`src/rtl/uart_tx_fifo.sv`:
```
module uart_tx_fifo #(
  parameter int DEPTH = 4
) (
  input  logic       clk,
  input  logic       rst,
  input  logic       bit_en,
  input  logic       wr_en,
  input  logic [7:0] wr_data,
  output logic       not_full,
  output logic       tx_idle,
  output logic       tx
);
  localparam int AW = $clog2(DEPTH);
  localparam logic [AW:0] FULL_CNT = (AW+1)'(DEPTH);
  localparam logic [3:0] S_IDLE  = 4'd0;
  localparam logic [3:0] S_START = 4'd1;
  localparam logic [3:0] S_D7    = 4'd9;
  localparam logic [3:0] S_STOP  = 4'd10;

  logic [7:0]    mem [DEPTH];
  logic [AW-1:0] rp, wp;
  logic [AW:0]   cnt;
  logic [3:0]    st;
  logic [7:0]    sh;
  logic          tx_q;

  wire empty = (cnt == '0);
  wire full  = (cnt == FULL_CNT);
  wire push  = wr_en && !full;
  wire load  = bit_en && !empty && (st == S_IDLE || st == S_STOP);

  assign not_full = !full;
  assign tx_idle  = (st == S_IDLE) && empty;
  assign tx       = tx_q;

  always_ff @(posedge clk)
    if (push) mem[wp] <= wr_data;

  always_ff @(posedge clk) begin
    if (rst) begin
      rp  <= '0;
      wp  <= '0;
      cnt <= '0;
    end else begin
      if (push) wp <= wp + 1'b1;
      if (load) rp <= rp + 1'b1;
      case ({push, load})
        2'b10:   cnt <= cnt + 1'b1;
        2'b01:   cnt <= cnt - 1'b1;
        default: cnt <= cnt;
      endcase
    end
  end

  always_ff @(posedge clk) begin
    if (rst) begin
      st   <= S_IDLE;
      sh   <= '0;
      tx_q <= 1'b1;
    end else if (bit_en) begin
      if (load) begin
        sh   <= mem[rp];
        st   <= S_START;
        tx_q <= 1'b0;
      end else begin
        sh <= sh >> 1;
        case (st)
          S_IDLE, S_STOP: begin
            st   <= S_IDLE;
            tx_q <= 1'b1;
          end
          S_D7: begin
            st   <= S_STOP;
            tx_q <= 1'b1;
          end
          default: begin
            st   <= st + 4'd1;
            tx_q <= sh[0];
          end
        endcase
      end
    end
  end

  assert_tx_hold_R3: assert property (@(posedge clk) disable iff (rst)
    (!$past(bit_en) && !$past(rst)) |-> $stable(tx))
    else $error("tx moved without bit_en");

  assert_start_low_R2: assert property (@(posedge clk) disable iff (rst)
    (st == S_START) |-> !tx)
    else $error("start bit not low");

  assert_stop_high_R2: assert property (@(posedge clk) disable iff (rst)
    (st == S_STOP) |-> tx)
    else $error("stop bit not high");

  assert_idle_line_R7: assert property (@(posedge clk) disable iff (rst)
    tx_idle |-> tx)
    else $error("line low while idle");

  assert_no_overflow_R5: assert property (@(posedge clk) disable iff (rst)
    cnt <= FULL_CNT)
    else $error("queue count above depth");

  assert_full_drop_R5: assert property (@(posedge clk) disable iff (rst)
    (full && wr_en && !load) |=> (cnt == FULL_CNT))
    else $error("write into full queue changed count");

  assert_frame_start_R4: assert property (@(posedge clk) disable iff (rst)
    (bit_en && !empty && (st == S_IDLE || st == S_STOP)) |=> (st == S_START))
    else $error("frame did not start with bytes waiting");
endmodule

```
`config.mk`:
```
export PLATFORM = sky130hd
export DESIGN_NAME = uart_tx_fifo
export DESIGN_NICKNAME = d
export VERILOG_FILES = /design/src/rtl/uart_tx_fifo.sv
export SDC_FILE = /design/constraint.sdc
export NUM_CORES = 1
export LEC_CHECK = 0
export ABC_AREA = 1
export BUFFER_PORTS_ARGS = -buffer_cell sky130_fd_sc_hd__buf_2
export CAP_MARGIN = 20
export CELL_PAD_IN_SITES_DETAIL_PLACEMENT = 0
export CELL_PAD_IN_SITES_GLOBAL_PLACEMENT = 1
export CORE_ASPECT_RATIO = 1.1
export CORE_MARGIN = 3
export CORE_UTILIZATION = 25
export CTS_CLUSTER_SIZE = 8
export DETAILED_ROUTE_END_ITERATION = 10
export GPL_ROUTABILITY_DRIVEN = 1
export PLACE_DENSITY = 0.58
export SLEW_MARGIN = 20
export SYNTH_ARGS = -nofsm -noshare
export SYNTH_HDL_FRONTEND = slang
export SYNTH_SLANG_ARGS = --single-unit
export TNS_END_PERCENT = 100
```
`constraint.sdc`:
```
create_clock -name clk -period 3.49 [get_ports clk]
set_clock_uncertainty 0.15 [all_clocks]
set_input_delay 0 -clock clk [delete_from_list [all_inputs] [get_ports clk]]
set_output_delay 0 -clock clk [all_outputs]
set_load 0.1 [all_outputs]
```
==> run summary <==
Final net count - 307
Largest net degree at the start of global routing - 24
Gr usage total - 0.0891
Post-Layout Cell Count - 403
Synth warnings - 0
Clock Sinks - 54
Layout cell share with drive strength beyond 1 - 0.119
Endpoint kind of the worst setup timing path - flip-flop
Commonest cells after routing, fill and taps aside - nand2_1 (56), inv_1 (34), edfxtp_1 (32)
Pleak - 1.17 nW
Post-cts sizing count - 0
Register area share after synthesis - 0.571
Unrepaired setup endpoints after global routing - no
Relative slew slack - 0.453
Hold-fix buffers, CTS - 10
Tightest Pin Transition - 0.817 ns
Syn Nets - 285
GPL Wtd Cong - 0.685
Critical path type - reg2reg
Postcts setup bufs - 0
Count of cell types in the netlist - 25
Die Span Y - 110 um
Final core utilization - 0.297
DR vias/cell - 4.20
P&R area growth vs syn - 14.0%
# Max-Cap Violations - 0
Reg clk slew, reported paths - 0.11 ns
R2r worst-path depth - 13
Metal3 WL - 103 um
Avg Cell Area, Syn - 9.34 um^2
Outcome - complete, no violations
CP arrival - 2.47 ns
Grt ovf - 0
Data required, critical path - 3.55 ns
Die X - 101 um
H-tree depth - 2
Design Power - 2.00 mW
Worst setup SP type - flip-flop
Hold crit path type - in2reg
Number of antenna violations at the first check in global routing - 0
Number of global-route vias before repair - 1585
Antenna Nets Post-Route - 0
Inst Count DP - 385
DRC viols - 0
Drt total wl - 4520 um
Met1 Wirelength - 2220 um
Core area - 0.00944 mm^2
Initial Util - 0.260
CTS Buf Count - 5
DR top layer - met4
Max frequency - 414 MHz
Pwr dens - 713 mW/mm^2
Crit Path Max Fanout - 15
Final slew viol count - 0
Endpoints failing setup - 0
Routed vias - 1694
Die ar. - 0.0111 mm^2
Diode count - 0
Clock Path Buffers - 2
CTS root buffer - clkbuf_8
DP Area - 0.00262 mm^2
TNS Setup - 0 ns
Worst VDD drop - 0.263 mV
Flops & latches, synth - 54
Commonest non-fill, non-tap cell in the layout - nand2_1
First DRT Iteration DRCs - 64
Final hold viol count - 0
Cell area after synthesis - 0.00246 mm^2
Post-layout min period - 2.41 ns
Skew-Pair Late Insertion Delay - 0.31 ns
Met2 routed wirelength - 2130 um
First-pass iteration count of the detailed router - 4
Period utilization - 0.691
Cell Rows - 37
WL/cell - 11.2 um
Finished layout cell area - 0.00280 mm^2
Hold path depth - 3
Number of I/O pins - 15
CTS tree - done
First-pass GRT wire length - 7540 um
Port-buffer cells - 14
Hpwl dp - 3120 um
Synthesized instance count - 263
-- layout make-up --
cell class | instances | area (um^2)
Fill cell | 1036 | 6640
Multi-Input combinational cell | 164 | 860
Inverter | 36 | 138
Sequential cell | 54 | 1400
Timing Repair Buffer | 24 | 170
Clock buffer | 6 | 72.6
Clock inverter | 2 | 12.5
Tap cell | 117 | 146
-- cell usage after synthesis --
master | instances | share of area
inv_4 | 1 | 0.0025
fa_1 | 1 | 0.0082
buf_2 | 4 | 0.0082
nand2_4 | 1 | 0.0046
inv_1 | 34 | 0.052
o21bai_1 | 1 | 0.0031
edfxtp_1 | 32 | 0.39
nand2_1 | 56 | 0.086
nor2_1 | 26 | 0.040
dfxtp_1 | 22 | 0.18
ha_1 | 9 | 0.046
o21ai_0 | 19 | 0.039
nor2_8 | 1 | 0.0082
buf_4 | 2 | 0.0061
nand4_1 | 1 | 0.0025
inv_2 | 1 | 0.0015
nand3_1 | 17 | 0.035
clkbuf_1 | 2 | 0.0031
buf_8 | 1 | 0.0061
o21ai_1 | 5 | 0.010
nand2_2 | 4 | 0.010
a21oi_1 | 16 | 0.033
a21oi_2 | 2 | 0.0071
nand3_2 | 4 | 0.016
o22ai_1 | 1 | 0.0025
-- state kept, by name, indices dropped and copies added, names as in the netlist, named ones only --
register,flops
mem,32
sh,8
st,4
cnt,3
rp,2
wp,2
tx,1
-- critical path: stages (launching register included) --
cell     delay [ns]
dfxtp_1        0.35
inv_1          0.12
ha_1           0.18
nand3_2        0.09
nand2_4        0.11
inv_4          0.05
nor2_8         0.20
ha_1           0.18
inv_1          0.06
fa_1           0.37
a21oi_1        0.14
o21ai_0        0.11
o21ai_0        0.15
a21oi_1        0.05
-- kinds of logic (layout without fill, tap and decap cells) --
family / count (synthesis) / after routing / share of synthesized area
buffers and inverters: 45 / 68 / 0.0795
AOI/OAI and AO/OA: 44 / 44 / 0.0942
adders and majority gates: 10 / 10 / 0.0540
DFF: 54 / 54 / 0.571
and+or+nand+nor: 110 / 110 / 0.202
-- final timing paths --
path / startpoint / end / slack, ns
worst max register to register: st[0] / cnt[2] / 1.08
worst max-delay path: st[0] / cnt[2] / 1.08
worst min register to register: rp[1] / rp[1] / 0.32
worst min-delay path: wr_en / wp[0] / 0.02
-- where the power goes --
group          total [mW]  internal [mW]  switching [mW]  leakage, nW
clock network       0.351          0.143           0.208       0.0432
logic               0.786          0.221           0.565        0.650
registers           0.859          0.785          0.0735        0.473
total                2.00           1.15           0.847         1.17
-- per-stage QoR --
step                setup WS (ns)  hold WS, ns
global placement             1.07       0.0677
CTS                          1.05       0.0205
finish                       1.08       0.0174
global route                0.843       0.0307
detailed placement           1.04       0.0721
floorplan                   0.776      -0.0511
-- metal layers --
metal	global-route usage	vias up
li1	-	896
met4	0.0318	0
met1	0.110	777
met3	0.0209	2
met2	0.151	19
met5	0	-
Note: power is estimated with default switching activity, not from simulation.
